[src/rtl/ctl3w_pkg.sv]
package ctl3w_pkg;
    localparam int BYTE_BITS = 8;

    typedef enum logic [2:0] {
        ST_IDLE,
        ST_SETUP,
        ST_LOW,
        ST_HIGH,
        ST_TAIL
    } ctl3w_state_e;
endpackage

[src/rtl/ctl3w_timer.sv]
module ctl3w_timer #(
    parameter int CW = 6
) (
    input  logic          clk,
    input  logic          rst_n,
    input  logic          load,
    input  logic [CW-1:0] load_val,
    output logic          expired
);
    logic [CW-1:0] cnt_q;

    always_ff @(posedge clk or negedge rst_n) begin
        if (!rst_n) begin
            cnt_q <= '0;
        end else if (load) begin
            cnt_q <= load_val;
        end else if (cnt_q != '0) begin
            cnt_q <= cnt_q - 1'b1;
        end
    end

    assign expired = (cnt_q == '0);
endmodule

[src/rtl/ctl3w_shifter.sv]
module ctl3w_shifter #(
    parameter int W = 8
) (
    input  logic         clk,
    input  logic         rst_n,
    input  logic         load,
    input  logic [W-1:0] din,
    input  logic         shift,
    output logic         lsb
);
    logic [W-1:0] sr_q;

    always_ff @(posedge clk or negedge rst_n) begin
        if (!rst_n) begin
            sr_q <= '0;
        end else if (load) begin
            sr_q <= din;
        end else if (shift) begin
            sr_q <= sr_q >> 1;
        end
    end

    assign lsb = sr_q[0];
endmodule

[src/rtl/ctl3w_serializer.sv]
module ctl3w_serializer
    import ctl3w_pkg::*;
#(
    parameter int CLK_MHZ       = 250,
    parameter int MODE_SETUP_NS = 190,
    parameter int HALF_CYC      = 4
) (
    input  logic                 clk,
    input  logic                 rst_n,
    input  logic                 req_valid,
    output logic                 req_ready,
    input  logic [BYTE_BITS-1:0] req_byte,
    input  logic                 req_mode,
    output logic                 busy,
    output logic                 bus_mode,
    output logic                 bus_data,
    output logic                 bus_clk
);
    localparam int SETUP_RAW = (MODE_SETUP_NS * CLK_MHZ + 999) / 1000;
    localparam int SETUP_CYC = (SETUP_RAW < 1) ? 1 : SETUP_RAW;
    localparam int HALF_EFF  = (HALF_CYC < 1) ? 1 : HALF_CYC;
    localparam int MAX_CNT   = (SETUP_CYC > HALF_EFF) ? SETUP_CYC : HALF_EFF;
    localparam int CW        = $clog2(MAX_CNT + 1);
    localparam int BW        = $clog2(BYTE_BITS);

    ctl3w_state_e  state_q, state_d;
    logic [BW-1:0] bit_q;
    logic          mode_q;
    logic          accept;
    logic          tmr_load, tmr_expired;
    logic [CW-1:0] tmr_val;
    logic          sh_load, sh_shift, sh_lsb;
    logic          bit_inc;

    assign accept = req_valid && (state_q == ST_IDLE);

    ctl3w_timer #(.CW(CW)) timer_i (
        .clk      (clk),
        .rst_n    (rst_n),
        .load     (tmr_load),
        .load_val (tmr_val),
        .expired  (tmr_expired)
    );

    ctl3w_shifter #(.W(BYTE_BITS)) shifter_i (
        .clk   (clk),
        .rst_n (rst_n),
        .load  (sh_load),
        .din   (req_byte),
        .shift (sh_shift),
        .lsb   (sh_lsb)
    );

    // Next-state and sequencing controls
    always_comb begin
        state_d  = state_q;
        tmr_load = 1'b0;
        tmr_val  = '0;
        sh_load  = 1'b0;
        sh_shift = 1'b0;
        bit_inc  = 1'b0;
        unique case (state_q)
            ST_IDLE: begin
                if (accept) begin
                    state_d  = ST_SETUP;
                    tmr_load = 1'b1;
                    tmr_val  = CW'(SETUP_CYC - 1);
                    sh_load  = 1'b1;
                end
            end
            ST_SETUP: begin
                if (tmr_expired) begin
                    state_d  = ST_LOW;
                    tmr_load = 1'b1;
                    tmr_val  = CW'(HALF_EFF - 1);
                end
            end
            ST_LOW: begin
                if (tmr_expired) begin
                    state_d  = ST_HIGH;
                    tmr_load = 1'b1;
                    tmr_val  = CW'(HALF_EFF - 1);
                end
            end
            ST_HIGH: begin
                if (tmr_expired) begin
                    tmr_load = 1'b1;
                    tmr_val  = CW'(HALF_EFF - 1);
                    if (bit_q == BW'(BYTE_BITS - 1)) begin
                        state_d = ST_TAIL;
                    end else begin
                        state_d  = ST_LOW;
                        sh_shift = 1'b1;
                        bit_inc  = 1'b1;
                    end
                end
            end
            ST_TAIL: begin
                if (tmr_expired) begin
                    state_d = ST_IDLE;
                end
            end
            default: state_d = ST_IDLE;
        endcase
    end

    // State register
    always_ff @(posedge clk or negedge rst_n) begin
        if (!rst_n) begin
            state_q <= ST_IDLE;
            bit_q   <= '0;
            mode_q  <= 1'b1;
        end else begin
            state_q <= state_d;
            if (accept) begin
                bit_q  <= '0;
                mode_q <= req_mode;
            end else if (bit_inc) begin
                bit_q <= bit_q + 1'b1;
            end
        end
    end

    // Outputs
    always_comb begin
        busy      = (state_q != ST_IDLE);
        req_ready = (state_q == ST_IDLE);
        bus_clk   = 1'b1;
        bus_data  = 1'b0;
        bus_mode  = 1'b1;
        unique case (state_q)
            ST_SETUP: bus_mode = mode_q;
            ST_LOW: begin
                bus_mode = mode_q;
                bus_clk  = 1'b0;
                bus_data = sh_lsb;
            end
            ST_HIGH: begin
                bus_mode = mode_q;
                bus_data = sh_lsb;
            end
            default: ;
        endcase
    end

    // Observation logic for the assertions below
    logic          clk_prev_q, mode_prev_q;
    logic [CW-1:0] mode_age_q;
    logic [3:0]    falls_q;

    always_ff @(posedge clk or negedge rst_n) begin
        if (!rst_n) begin
            clk_prev_q  <= 1'b1;
            mode_prev_q <= 1'b1;
            mode_age_q  <= '0;
            falls_q     <= '0;
        end else begin
            clk_prev_q  <= bus_clk;
            mode_prev_q <= bus_mode;
            if (bus_mode != mode_prev_q) begin
                mode_age_q <= '0;
            end else if (mode_age_q != CW'(SETUP_CYC)) begin
                mode_age_q <= mode_age_q + 1'b1;
            end
            if (!busy) begin
                falls_q <= '0;
            end else if (clk_prev_q && !bus_clk) begin
                falls_q <= falls_q + 1'b1;
            end
        end
    end


    idle_pins_chk: assert property (@(posedge clk) disable iff (!rst_n)
        !busy |-> (bus_mode && bus_clk && !bus_data));


    data_hold_chk: assert property (@(posedge clk) disable iff (!rst_n)
        $rose(bus_clk) |-> $stable(bus_data));


    mode_on_fall_chk: assert property (@(posedge clk) disable iff (!rst_n)
        $fell(bus_clk) |-> $stable(bus_mode));

    // mode unchanged for the previous SETUP_CYC cycles at any clock fall
    mode_setup_chk: assert property (@(posedge clk) disable iff (!rst_n)
        $fell(bus_clk) |-> (mode_age_q >= CW'(SETUP_CYC - 1)));


    eight_falls_chk: assert property (@(posedge clk) disable iff (!rst_n)
        $fell(busy) |-> (falls_q == 4'd8));


    busy_after_req_chk: assert property (@(posedge clk) disable iff (!rst_n)
        $rose(busy) |-> $past(req_valid));
endmodule

[config.mk]
export PLATFORM = sky130hd
export DESIGN_NAME = ctl3w_serializer
export DESIGN_NICKNAME = d
export VERILOG_FILES = /design/src/rtl/ctl3w_pkg.sv /design/src/rtl/ctl3w_timer.sv /design/src/rtl/ctl3w_shifter.sv /design/src/rtl/ctl3w_serializer.sv
export SDC_FILE = /design/constraint.sdc
export NUM_CORES = 1
export LEC_CHECK = 0
export ABC_AREA = 1
export BUFFER_PORTS_ARGS = -buffer_cell sky130_fd_sc_hd__clkbuf_2
export CORE_MARGIN = 8
export CORE_UTILIZATION = 34
export CTS_CLUSTER_DIAMETER = 50
export DETAILED_ROUTE_END_ITERATION = 10
export PLACE_DENSITY = 0.61
export SYNTH_ARGS = -nofsm -noshare
export SYNTH_HDL_FRONTEND = slang
export SYNTH_SLANG_ARGS = --single-unit
[constraint.sdc]
create_clock -name clk -period 2.2 [get_ports clk]
set_clock_uncertainty 0.05 [all_clocks]
set_input_delay 0.66 -clock clk [delete_from_list [all_inputs] [get_ports clk]]
set_output_delay 0.66 -clock clk [all_outputs]
set_load 0.02 [all_outputs]
## After elaboration in Yosys (flattened, before gate mapping)

Index checks and enable logic that the tools add are counted.
Widths: inputs -> output; s select.

- Word-level logic and storage cells: 54
- Register bits: 21
- Input bits: 12

- Eq/ne operators: 10
- Mux-type cells: 26
- Reduce and logical (&&, ||, !) cells: 11
- Add/sub/neg operators: 2

Operators by type and width:

| kind | number |
|---|---|
| $mux 3 | 8 |
| $mux 6 | 3 |
| $mux 8 | 2 |
| $pmux 3 s5 | 1 |
| $pmux 6 s2 | 1 |
| $ne 2x1->1 const B | 5 |
| $mux 1 | 9 |
| $eq 3x2->1 const B | 2 |
| $eq 3x3->1 const B | 2 |
| $logic_not 6->1 | 1 |
| $reduce_bool 2->1 | 3 |
| $reduce_bool 6->1 | 1 |
| $sub 6x1->6 const B | 1 |
| $reduce_and 5->1 | 1 |
| $add 3x1->3 const B | 1 |
| $eq 3x1->1 const B | 1 |
| $logic_not 3->1 | 1 |
| $reduce_bool 3->1 | 1 |
| $reduce_or 3->1 | 1 |
| $mux 2 | 1 |
| $pmux 1 s2 | 1 |
| $reduce_or 2->1 | 1 |
| $logic_and 1x1->1 | 1 |

## Longest topological paths before layout

Gate-level depths: netlist (run 1).

- Word-level depth: 6
- Depth in mapped cells: 8
- Gate-level depth less buffers: 8

## Cells and area by module

A second synthesis (run 1) with hierarchy kept.

- Cells, all modules: 158
- Area, all modules: 1252.5 um^2

Modules (own cells, without submodules):

| module | times used | seq. area each (um^2) | area an instance (um^2) | cells an instance |
|---|---|---|---|---|
| ctl3w_serializer | 1 | 176.4 | 462.9 | 60 |
| ctl3w_timer | 1 | 150.1 | 412.9 | 55 |
| ctl3w_shifter | 1 | 200.2 | 376.6 | 43 |

## Worst setup path after synthesis (run 1)

Ideal clock, no wire load.

- Kind: flip-flop to output port
- From: register state_q[0]
- To: output req_ready
- Arrival: 1.017 ns
- Setup slack: 0.473 ns
- Data required time: 1.490 ns
- Buffers on the path: 0
- Cell stages (with the launch flop): 4
- Cell sequence: dfrtp_1 > nor2_4 > nand2_1 > inv_1

- Longest elaborated chain between the ends: 1

Ends and longest elaborated chain:

| element | RTL line | RTL |
|---|---|---|
| start, declared | ctl3w_serializer.sv:26 | `ctl3w_state_e state_q, state_d;` |
| start signal, assigned | ctl3w_serializer.sv:114 | `state_q <= state_d;` |
| $logic_not 3->1 | ctl3w_serializer.sv:127 | `req_ready = (state_q == ST_IDLE);` |
| end, declared | ctl3w_serializer.sv:11 | `output logic req_ready,` |

Every way passes these cells.

## Final worst setup path (run 1)

- From: register state_q[0]
- To: output bus_mode

- Longest elaborated chain between the ends: 3
- Elaborated cells between the ends (all ways): 5
- Those cells by class: 3 x eq/ne; 1 x mux; 1 x reduce/logical

Ends and longest elaborated chain:

| element | RTL line | RTL |
|---|---|---|
| $eq 3x2->1 / $eq 3x1->1 (equally long branches) | ctl3w_serializer.sv:131 | `unique case (state_q)` |
| $reduce_or 3->1 (no source line) (*) | - |  |
| $mux 1 (*) | ctl3w_serializer.sv:131 |  |
| end, declared | ctl3w_serializer.sv:15 | `output logic bus_mode,` |

Every way passes the cells marked *; elsewhere a longest branch is shown, timed or not.

==> results of run 1 <==
[layout by cell type (no fill, tap or decap), drive strengths merged, types with 2 or more instances in the layout]
cell type  count
clkbuf        19
nand4          3
a21oi          2
ha             3
inv           27
o21ai         10
nor2          11
nand3         22
dfrtp         20
nand2         56
[layer usage]
metal  vias to the layer above  wire length [um]  global-route usage, %
met5                         -                 0                      0
met4                         0                28                   2.22
met3                         4               112                   3.04
met2                        14              1240                   15.2
met1                       476              1200                   9.74
li1                        559                 -                      -
[flip-flops by register name, summed over array words and instances, names as in the netlist]
register	cells
bit_q	3
shifter_i.sr_q	8
state_q	3
timer_i.cnt_q	6
mode_q	1
[power groups by stage]
stage,Combinational [W],Sequential [W],Clock [W]
CTS,0.000893,0.000669,0.000268
global route,0.000993,0.000697,0.000286
detailed placement,0.000887,0.000677,0
global placement,0.000884,0.000671,0
finish,0.000877,0.000674,0.000261
floorplan,0.000730,0.000653,0
[kinds of logic after synthesis]
logic type                 after synthesis  share of synthesized area, %
and+or+nand+nor                         95                          39.0
buffers and inverters                   31                          10.9
DFF                                     21                          38.3
AOI/OAI and AO/OA                       15                          8.46
adders and majority gates                3                          2.73
xor gates and xnor gates                 1                         0.636
[path summary, 6_finish.rpt]
check / from / depth (start not counted) / to
worst max-delay path: state_q[0]$_DFFE_PN0P_ / 5 / bus_mode
worst min-delay path: rst_n / 1 / shifter_i.sr_q[2]$_DFFE_PN0P_
worst max register to register: timer_i.cnt_q[0]$_DFFE_PN0P_ / 8 / shifter_i.sr_q[2]$_DFFE_PN0P_
worst min register to register: mode_q$_DFFE_PN1P_ / 2 / mode_q$_DFFE_PN1P_
max in group asynchronous: rst_n / 1 / state_q[1]$_DFFE_PN0P_
min in group clk: mode_q$_DFFE_PN1P_ / 2 / mode_q$_DFFE_PN1P_
[through the flow]
step           area [um^2]  hold WS [ns]  instances  util (%)  setup WS, ns
2_1_floorplan         1380         0.314        166         -         0.473
3_3_place_gp          1490         0.409        229      37.8         0.327
3_5_place_dp          1490         0.416        229      37.8         0.309
4_1_cts               1540         0.330        233      39.0        0.0197
5_1_grt               1540         0.354        233      39.0        0.0256
6_report              1540         0.315        233      39.0         0.119
[area by class of cell]
type | count | share of cell area, %
clock inverters | 1 | 0.325
inverters | 27 | 6.59
repair buffers | 17 | 6.50
well taps | 50 | 4.07
flip-flops and latches | 21 | 34.4
clock buffers | 3 | 2.68
multi-input cells | 114 | 45.4
[what timing repair did]
item	4_1_cts	5_1_grt
endpoints found under the hold margin	0	0
hold buffers	0	0
resized for setup	0	3
setup endpoints to repair	0	1
==> results by group, run 1 <==
Worst setup path
  • Kind of start point of the critical path: flop
  • CP arrival: 1.37 ns
  • Worst path top cell family by delay: flip-flops
  • Worst setup slack for register-to-register paths: between 0.5 and 0.6 ns
  • Cells along the critical path: inv_1, nand2_1, nand2_1, or2_1, clkbuf_2
  • Data required time at the worst endpoint: 1.49 ns
  • CP Capture Type: primary output
  • Peak fanout along the critical path: 7
  • Buf+Inv Stages, Crit Path: 2
  • Crit path max-delay cell type: sky130_fd_sc_hd__dfrtp_2
  • Type of the worst setup path: flop to primary output
  • Largest stage delay on the critical path: between 0.4 and 0.5 ns
  • Dominant cell type by count on the critical path: sky130_fd_sc_hd__nand2_1

Synthesis
  • Cell with the most instances after synthesis: sky130_fd_sc_hd__nand2_1
  • Average instance area after synthesis: 8.29 um^2
  • Leading post-synthesis cells by instance count: sky130_fd_sc_hd__nand2_1 (49), sky130_fd_sc_hd__inv_1 (22), sky130_fd_sc_hd__dfrtp_1 (20)
  • Post-synth top area cell: sky130_fd_sc_hd__dfrtp_1
  • Synth Register Bits: 21
  • Count of flip-flops with a built-in enable after synthesis: 0
  • Mapped Cells: roughly 170
  • Top cells by area, synth: sky130_fd_sc_hd__dfrtp_1 (36%), sky130_fd_sc_hd__nand2_1 (13%), sky130_fd_sc_hd__nand3_2 (8.0%)
  • Sequential area share after synthesis: 38.3%
  • Combined area of all synthesized cells: 1380 um^2
  • Synth Flop Type: sky130_fd_sc_hd__dfrtp_1
  • Netlist cell types: 28
  • Net count of the mapped netlist: ~180
  • Count of yosys warnings during synthesis: 0
  • Fraction of synthesized cell area taken by the top area cell type: 36.4%
  • Ys async rst share: 100%

Global route
  • Wire length of the first global-routing pass: 4490 um
  • Congestion Overflow GR: 0
  • Largest net degree at the start of global routing: 22
  • Via count of the first global-routing pass: just over 1000
  • Antenna violations before repair: 0
  • Total GRT Usage: a little under 9%

Place
  • Number of buffers added on ports: 16
  • Final weighted congestion in routability-driven placement: 0.814
  • Post-DP HPWL: 1960 um

Layout
  • Diodes inserted: 0
  • Fill cell instance count of the final layout: 414
  • Sequential cell area: 529 um^2
  • Post-layout nets: 199
  • Combined area of the multi-input logic cells: approximately 700 um^2
  • Ratio of cells with drive above 1 in the final layout: 33.9%
  • Area delta synth->final: 11.8%

Power and ir drop
  • Clock network fraction of total power: 14.4%
  • Net switching fraction of the power: 44.5%
  • Internal Pwr Total: slightly above 0.001 W
  • Net switching power: 0.000806 W
  • Post-layout total power: 0.00181 W
  • VDD IR max: ~440 uV
  • Pleak: 0.855 nW
  • Ratio of total power to cell area: 1180 nW/um^2
  • Sequential Power Share: between 30 and 40%
  • Combinational fraction of design power: 48.4%

Route
  • Drt initial violations: 29
  • Drt wl/cell: approximately 11 um
  • Detailed-routing iteration count for the pre-antenna-repair pass: 4
  • DR vias: 1053
  • Routed vias/inst: between 4 and 5
  • Antenna viol nets, final: 0
  • Detailed-route DRC error count: 0
  • Aggregate routed wire length: 2580 um

CTS
  • Worst-path clk slew: 0.08 ns
  • Setup repair bufs after CTS: 0
  • Total clock buffers created by CTS: 3
  • Clock sink count: 21
  • Clock network latency to the later pin of the worst-skew pair: ~0.26 ns
  • Maximum buffer depth of the clock tree: 2
  • Clock root buffer: sky130_fd_sc_hd__clkbuf_8
  • H-tree depth: 1
  • TritonCTS clock tree: built

Timing
  • Unrepaired setup endpoints after global routing: no
  • Slew HR: 63.1%
  • Number of hold violations in the final report: 0
  • Number of pins with negative max-slew slack in the final report: 0
  • Post-layout min period: 2.08 ns
  • Final critical-path share of the clock period: between 90 and 100%
  • Transition at the pin with the smallest max-transition slack: ~0.55 ns
  • TNS Setup: 0 ns
  • Maximum clock frequency: between 400 and 500 MHz
  • Number of setup violations in the final report: 0

Die
  • Cell Rows: 23
  • Initial core utilization: 34.9%
  • Die W: ~80 um
  • Area of the die: around 6300 um^2
  • Area of the core region: 3940 um^2
  • Die height: 79.6 um
  • Num ports: 17

Flow run
  • Max-capacitance violation count: 0

Outcome
  • Outcome: complete, no violations

Worst hold path
  • Worst min-delay path category: primary input to async pin
Note: power is estimated with default switching activity, not from simulation.
==> run 2: changes to the inputs <==
--- a/config.mk
+++ b/config.mk
@@ -7,11 +7,13 @@
 export LEC_CHECK = 0
 export ABC_AREA = 1
 export BUFFER_PORTS_ARGS = -buffer_cell sky130_fd_sc_hd__clkbuf_2
+export CELL_PAD_IN_SITES_DETAIL_PLACEMENT = 1
+export CELL_PAD_IN_SITES_GLOBAL_PLACEMENT = 1
 export CORE_MARGIN = 8
 export CORE_UTILIZATION = 34
 export CTS_CLUSTER_DIAMETER = 50
 export DETAILED_ROUTE_END_ITERATION = 10
-export PLACE_DENSITY = 0.61
+export PLACE_DENSITY = 0.72
 export SYNTH_ARGS = -nofsm -noshare
 export SYNTH_HDL_FRONTEND = slang
 export SYNTH_SLANG_ARGS = --single-unit
==> run 2 against run 1 <==
  * Global-route usage increased by 1.8 points
  * Final cell count unchanged
  * First-iteration DRC count increased by 38%
  * Hold slack got worse by 0.0052 ns
  * Fmax decreased by 0.77%
  * Clock power decreased by 4%
  * Largest cell class unchanged
==> results by group, run 2 (same netlist as run 1, synthesis figures left out) <==
Timing
  • TNS Setup: 0 ns
  • Number of setup violations in the final report: 0
  • Number of pins with negative max-slew slack in the final report: 0
  • Slew HR: 64.2%
  • Unrepaired setup endpoints after global routing: no
  • Transition at the pin with the smallest max-transition slack: 0.537 ns
  • Number of hold violations in the final report: 0
  • Maximum clock frequency: 477 MHz
  • Post-layout min period: 2.10 ns
  • Final critical-path share of the clock period: 95.3%

Worst setup path
  • Launching element of the worst setup path: state_q[0]$_DFFE_PN0P_
  • Type of the worst setup path: flop to primary output
  • Register-to-Register Path Depth: 7
  • Startpoint of the worst-slack reg-to-reg timing path: timer_i.cnt_q[0]$_DFFE_PN0P_
  • CP Capture Type: primary output
  • CP arrival: 1.39 ns
  • Peak fanout along the critical path: 7
  • Kind of start point of the critical path: flop
  • Data required time at the worst endpoint: between 1 and 1.5 ns

CTS
  • # hold bufs at CTS: 0
  • Total clock buffers created by CTS: 3
  • Clock root buffer: sky130_fd_sc_hd__clkbuf_8
  • TritonCTS clock tree: built
  • Maximum buffer depth of the clock tree: 2
  • H-tree depth: 1
  • Worst-path clk slew: roughly 0.08 ns
  • Clock network latency to the later pin of the worst-skew pair: 0.26 ns
  • Clock sink count: 21

Route
  • Detailed-route DRC error count: 0
  • Drt wl/cell: approximately 13 um
  • Detailed-routing iteration count for the pre-antenna-repair pass: 4
  • Routed vias/inst: 4.66
  • Antenna viol nets, final: 0
  • DR vias: 1086
  • Drt initial violations: 40
  • Aggregate routed wire length: 2960 um

Power and ir drop
  • Ratio of total power to cell area: 1190 nW/um^2
  • Net switching fraction of the power: a little under half
  • VDD IR max: 483 uV
  • Internal Pwr Total: 0.000993 W
  • Net switching power: 0.000821 W
  • Combinational fraction of design power: 48.6%
  • Sequential Power Share: 37.6%
  • Pleak: 0.849 nW
  • Clock network fraction of total power: 13.8%

Global route
  • Total GRT Usage: 10.5%
  • Via count of the first global-routing pass: about 1200
  • Wire length of the first global-routing pass: 5400 um
  • Congestion Overflow GR: 0
  • Antenna violations before repair: 0
  • Largest net degree at the start of global routing: 37

Layout
  • Commonest non-fill, non-tap cells in the layout: sky130_fd_sc_hd__nand2_1 (49), sky130_fd_sc_hd__inv_1 (21), sky130_fd_sc_hd__dfrtp_1 (18)
  • Post-layout nets: roughly 200
  • Sequential cell area: 529 um^2
  • Layout Cells excl Fill: 233
  • Register with the highest flop count: shifter_i.sr_q
  • Diodes inserted: 0
  • Number of flip-flops in the largest register: 8
  • Ratio of cells with drive above 1 in the final layout: ~34%
  • Fill cell instance count of the final layout: roughly 500
  • Biggest registers after layout: shifter_i.sr_q x8, timer_i.cnt_q x6
  • Combined area of the multi-input logic cells: 699 um^2
  • Area delta synth->final: 10.9%
  • Most frequent standard cell in the layout excluding fill and tap cells: sky130_fd_sc_hd__nand2_1

Place
  • Post-DP HPWL: between 2000 and 2500 um
  • Number of buffers added on ports: 16
  • Post-Place Cells: 229
  • Final weighted congestion in routability-driven placement: approximately 0.75

Flow run
  • Max-capacitance violation count: 0

Die
  • Die W: 79.6 um
  • Cell Rows: 23
  • Area of the die: approximately 6300 um^2
  • Num ports: 17
  • Area of the core region: roughly 3900 um^2
  • Die height: 79.6 um
  • Initial core utilization: 34.9%

Worst hold path
  • Worst min-delay path category: primary input to async pin

Outcome
  • Outcome: complete, no violations
run 2: final timing paths:
path,end,slack [ns]
worst max-delay path,bus_mode,0.10
worst min-delay path,shifter_i.sr_q[1]$_DFFE_PN0P_,0.31
worst max register to register,timer_i.cnt_q[1]$_DFFE_PN0P_,0.50
worst min register to register,mode_q$_DFFE_PN1P_,0.43
max in group asynchronous,state_q[0]$_DFFE_PN0P_,1.40
min in group clk,mode_q$_DFFE_PN1P_,0.43
run 2: power groups by stage:
stage	clock network, W	registers [W]	logic, W
after floorplan	0	0.000653	0.000730
after global placement	0	0.000671	0.000857
after detailed placement	0	0.000685	0.000906
after CTS	0.000264	0.000681	0.000911
after global routing	0.000285	0.000702	0.00101
final	0.000251	0.000682	0.000881
run 2: per-stage QoR:
step / utilization, % / setup WS (ns) / total power, W / hold WS [ns] / instance area [um^2]
floorplan: - / 0.473 / 0.00138 / 0.314 / 1380
global placement: 37.5 / 0.334 / 0.00153 / 0.411 / 1480
detailed placement: 37.5 / 0.289 / 0.00159 / 0.423 / 1480
CTS: 38.7 / 0.0490 / 0.00186 / 0.334 / 1530
global route: 38.7 / 0.000216 / 0.00199 / 0.344 / 1530
finish: 38.7 / 0.103 / 0.00181 / 0.310 / 1530
run 2: cell type report:
cell class	instances	area share, %
multi-input cells	114	45.8
clock buffers	3	2.70
clock inverters	1	0.328
flip-flops and latches	21	34.7
well taps	50	4.10
inverters	27	6.64
repair buffers	17	5.74
run 2: per-layer routing:
layer,GRT usage (%),routed length [um]
met1,11.1,1220
met2,20.1,1660
met3,2.70,57
met4,2.22,22
met5,0,0
run 2: repair_timing:
action | CTS | global route
gates resized for setup | 2 | 1
endpoints found under the setup margin | 1 | 1
setup buffers | 0 | 0
run 2: critical path: stages, from the launching register on:
cell	delay (ns)
sky130_fd_sc_hd__dfrtp_2	0.48
sky130_fd_sc_hd__inv_1	0.06
sky130_fd_sc_hd__nand2_1	0.10
sky130_fd_sc_hd__nand2_1	0.11
sky130_fd_sc_hd__or2_1	0.22
sky130_fd_sc_hd__clkbuf_2	0.16
==> run 3: changes to the inputs <==
--- a/config.mk
+++ b/config.mk
@@ -5,15 +5,16 @@
 export SDC_FILE = /design/constraint.sdc
 export NUM_CORES = 1
 export LEC_CHECK = 0
-export ABC_AREA = 1
+export ABC_AREA = 0
 export BUFFER_PORTS_ARGS = -buffer_cell sky130_fd_sc_hd__clkbuf_2
 export CELL_PAD_IN_SITES_DETAIL_PLACEMENT = 1
 export CELL_PAD_IN_SITES_GLOBAL_PLACEMENT = 1
 export CORE_MARGIN = 8
 export CORE_UTILIZATION = 34
+export CTS_BUF_LIST = sky130_fd_sc_hd__clkbuf_8
 export CTS_CLUSTER_DIAMETER = 50
 export DETAILED_ROUTE_END_ITERATION = 10
-export PLACE_DENSITY = 0.72
+export PLACE_DENSITY = 0.7
 export SYNTH_ARGS = -nofsm -noshare
 export SYNTH_HDL_FRONTEND = slang
 export SYNTH_SLANG_ARGS = --single-unit
==> run 3 against run 2 <==
  * Die area shrank 15%
  * Total power down 14%
  * Synthesized cell count decreased by 39%
  * Sequential share of layout area rose by 5.7 points
  * Sequential power rose by 7.0%
  * Critical path depth decreased by 2
  * Global-route usage about the same
  * Non-clock buffer count rose by 5
  * Fmax down 0.69%
  * Routed wire length fell by 13%
  * Hold slack improved by 0.0082 ns
  * Critical path type unchanged
  * Largest cell class unchanged
  * Largest power group is now sequential cells
  * Highest routed layer unchanged
==> results by group, run 3 <==
Outcome
  • Outcome: complete, no violations

Place
  • Post-DP HPWL: 1970 um
  • Placement-stage cell area: 1260 um^2
  • Final weighted congestion in routability-driven placement: roughly 0.75
  • Number of buffers added on ports: 16

Layout
  • Commonest non-fill, non-tap cells in the layout: sky130_fd_sc_hd__dfrtp_1 (19), sky130_fd_sc_hd__clkbuf_2 (16), sky130_fd_sc_hd__and2_1 (9)
  • Area delta synth->final: 17.3%
  • Most frequent standard cell in the layout excluding fill and tap cells: sky130_fd_sc_hd__dfrtp_1
  • Diodes inserted: 0
  • Biggest registers after layout: shifter_i.sr_q x8, timer_i.cnt_q x6
  • Final standard cell utilization of the core: 42.5%
  • Post-layout nets: 136
  • Post-route cell area: roughly 1300 um^2
  • Register with the highest flop count: shifter_i.sr_q
  • Ratio of cells with drive above 1 in the final layout: a little under a third
  • Number of flip-flops in the largest register: 8

Timing
  • Number of pins with negative max-slew slack in the final report: 0
  • Transition at the pin with the smallest max-transition slack: 0.543 ns
  • Number of setup violations in the final report: 0
  • TNS Setup: 0 ns
  • Final critical-path share of the clock period: ~96%
  • Maximum clock frequency: 474 MHz
  • Slew HR: ~64%
  • Post-layout min period: around 2.1 ns
  • Number of hold violations in the final report: 0
  • Worst hold slack across all endpoints: ~0.32 ns
  • Unrepaired setup endpoints after global routing: no

Synthesis
  • Sequential area share after synthesis: 47.3%
  • Net count of the mapped netlist: between 100 and 150
  • Count of yosys warnings during synthesis: 0
  • Ys async rst share: 100%
  • Fraction of synthesized cell area taken by the top area cell type: between 40% and 50%
  • Synth Register Bits: 21
  • Synth Flop Type: sky130_fd_sc_hd__dfrtp_1
  • Post-synth top area cell: sky130_fd_sc_hd__dfrtp_1
  • Top cells by area, synth: sky130_fd_sc_hd__dfrtp_1 (45%), sky130_fd_sc_hd__a221o_1 (6.3%), sky130_fd_sc_hd__and2_1 (5.1%)
  • Combined area of all synthesized cells: 1110 um^2
  • Netlist cell types: 35
  • Average instance area after synthesis: 11.0 um^2
  • Cell with the most instances after synthesis: sky130_fd_sc_hd__dfrtp_1
  • Leading post-synthesis cells by instance count: sky130_fd_sc_hd__dfrtp_1 (20), sky130_fd_sc_hd__and2_1 (9), sky130_fd_sc_hd__a221o_1 (7)
  • Mapped Cells: 101
  • Count of flip-flops with a built-in enable after synthesis: 0

Route
  • Drt initial violations: 25
  • Routed vias/inst: 5.29
  • Aggregate routed wire length: 2570 um
  • Drt wl/cell: approximately 16 um
  • Detailed-routing iteration count for the pre-antenna-repair pass: 4
  • Detailed-route DRC error count: 0
  • Antenna viol nets, final: 0
  • DR vias: roughly 870

CTS
  • Worst-path clk slew: 0.08 ns
  • # hold bufs at CTS: 0
  • Clock network latency to the later pin of the worst-skew pair: 0.26 ns
  • TritonCTS clock tree: built
  • Number of cells upsized or downsized after cts: 0
  • Maximum buffer depth of the clock tree: 2
  • Clock root buffer: sky130_fd_sc_hd__clkbuf_8
  • Clock sink count: 21
  • H-tree depth: 1
  • Setup repair bufs after CTS: 0
  • Total clock buffers created by CTS: 3

Die
  • Die height: 73.3 um
  • Cell Rows: 20
  • Num ports: 17
  • Die W: 73.3 um
  • Area of the core region: between 3000 and 4000 um^2
  • Area of the die: 5370 um^2
  • Initial core utilization: 36.2%

Global route
  • Congestion Overflow GR: 0
  • Antenna violations before repair: 0
  • Total GRT Usage: a little over a tenth
  • Wire length of the first global-routing pass: 4530 um
  • Largest net degree at the start of global routing: 22
  • Via count of the first global-routing pass: 943

Worst setup path
  • Peak fanout along the critical path: 5
  • Worst setup slack for register-to-register paths: ~0.28 ns
  • RR Endpoint: bit_q[2]$_DFFE_PN0P_
  • Crit path max-delay cell type: sky130_fd_sc_hd__dfrtp_1
  • CP arrival: around 1.4 ns
  • Buf+Inv Stages, Crit Path: 2
  • Data required time at the worst endpoint: between 1 and 1.5 ns
  • Type of the worst setup path: flop to primary output
  • Register-to-Register Path Depth: 5
  • Launching element of the worst setup path: state_q[2]$_DFFE_PN0P_
  • CP Capture Type: primary output
  • Kind of start point of the critical path: flop
  • Cells along the critical path: buf_4, nor3_1, clkbuf_2
  • Largest stage delay on the critical path: 0.43 ns
  • Startpoint of the worst-slack reg-to-reg timing path: bit_q[0]$_DFFE_PN0P_
  • Worst path top cell family by delay: flip-flops

Power and ir drop
  • Ratio of total power to cell area: 1190 nW/um^2
  • Post-layout total power: 0.00155 W
  • Pleak: a little under 0.6 nW
  • VDD IR max: 583 uV

Worst hold path
  • Worst min-delay path category: primary input to async pin

Flow run
  • Max-capacitance violation count: 0
run 3: changes by cell type after synthesis, sizes merged, moves of 3 or more:
cell and delta:
clkbuf +3, nor2b +5, nor2 -10, o21ai -6, a221o +7, mux2 +4
nand4 -3, nand2 -53, nand3 -19, inv -23, and2 +9
run 3: how the worst max path moves through the flow:
stage / to / cells after the start / slack, ns
detailed placement: bit_q[2]$_DFFE_PN0P_ / 5 / 0.28
floorplan: busy / 3 / 0.02
global route: bus_data / 3 / 0.02
finish: req_ready / 3 / 0.09
CTS: bus_mode / 3 / 0.04
global placement: bit_q[1]$_DFFE_PN0P_ / 5 / 0.32
run 3: where the power goes:
group / switching [W] / leakage [nW] / internal (W)
Combinational: 0.000280 / 0.302 / 0.000296
Clock: 0.000124 / 0.0269 / 0.000124
Sequential: 0.000177 / 0.256 / 0.000553
run 3: metal layers:
layer,vias up,wire (um),track usage [%]
met5,-,0,0
met4,0,22,3.33
met3,2,102,2.86
met2,12,1360,18.6
met1,442,1090,12.0
li1,411,-,-
run 3: cell type report:
class	instances	area, um^2
Fill cell	366	1770
Multi-Input combinational cell	69	539
Sequential cell	21	528
Timing Repair Buffer	22	125
Tap cell	44	55.1
Clock buffer	3	41.3
Inverter	4	15.0
Clock inverter	1	3.75
run 3: per-stage QoR:
stage | instances | setup WS, ns
finish | 164 | 0.0886
global route | 164 | 0.0180
CTS | 164 | 0.0352
detailed placement | 160 | 0.279
global placement | 160 | 0.318
floorplan | 101 | 0.0156
run 3: cells by family (layout without fill, tap and decap cells):
kind of cell / Yosys count / count (layout) / synth area share, %
AND/OR/NAND/NOR: 36 / 36 / 22.4
AO/OA/AOI/OAI: 23 / 23 / 16.1
flip-flops: 21 / 21 / 47.3
buffers and inverters: 11 / 30 / 4.38
multiplexers: 5 / 5 / 4.94
adder cells (fa/ha/maj): 3 / 3 / 3.37
XOR/XNOR: 2 / 2 / 1.57
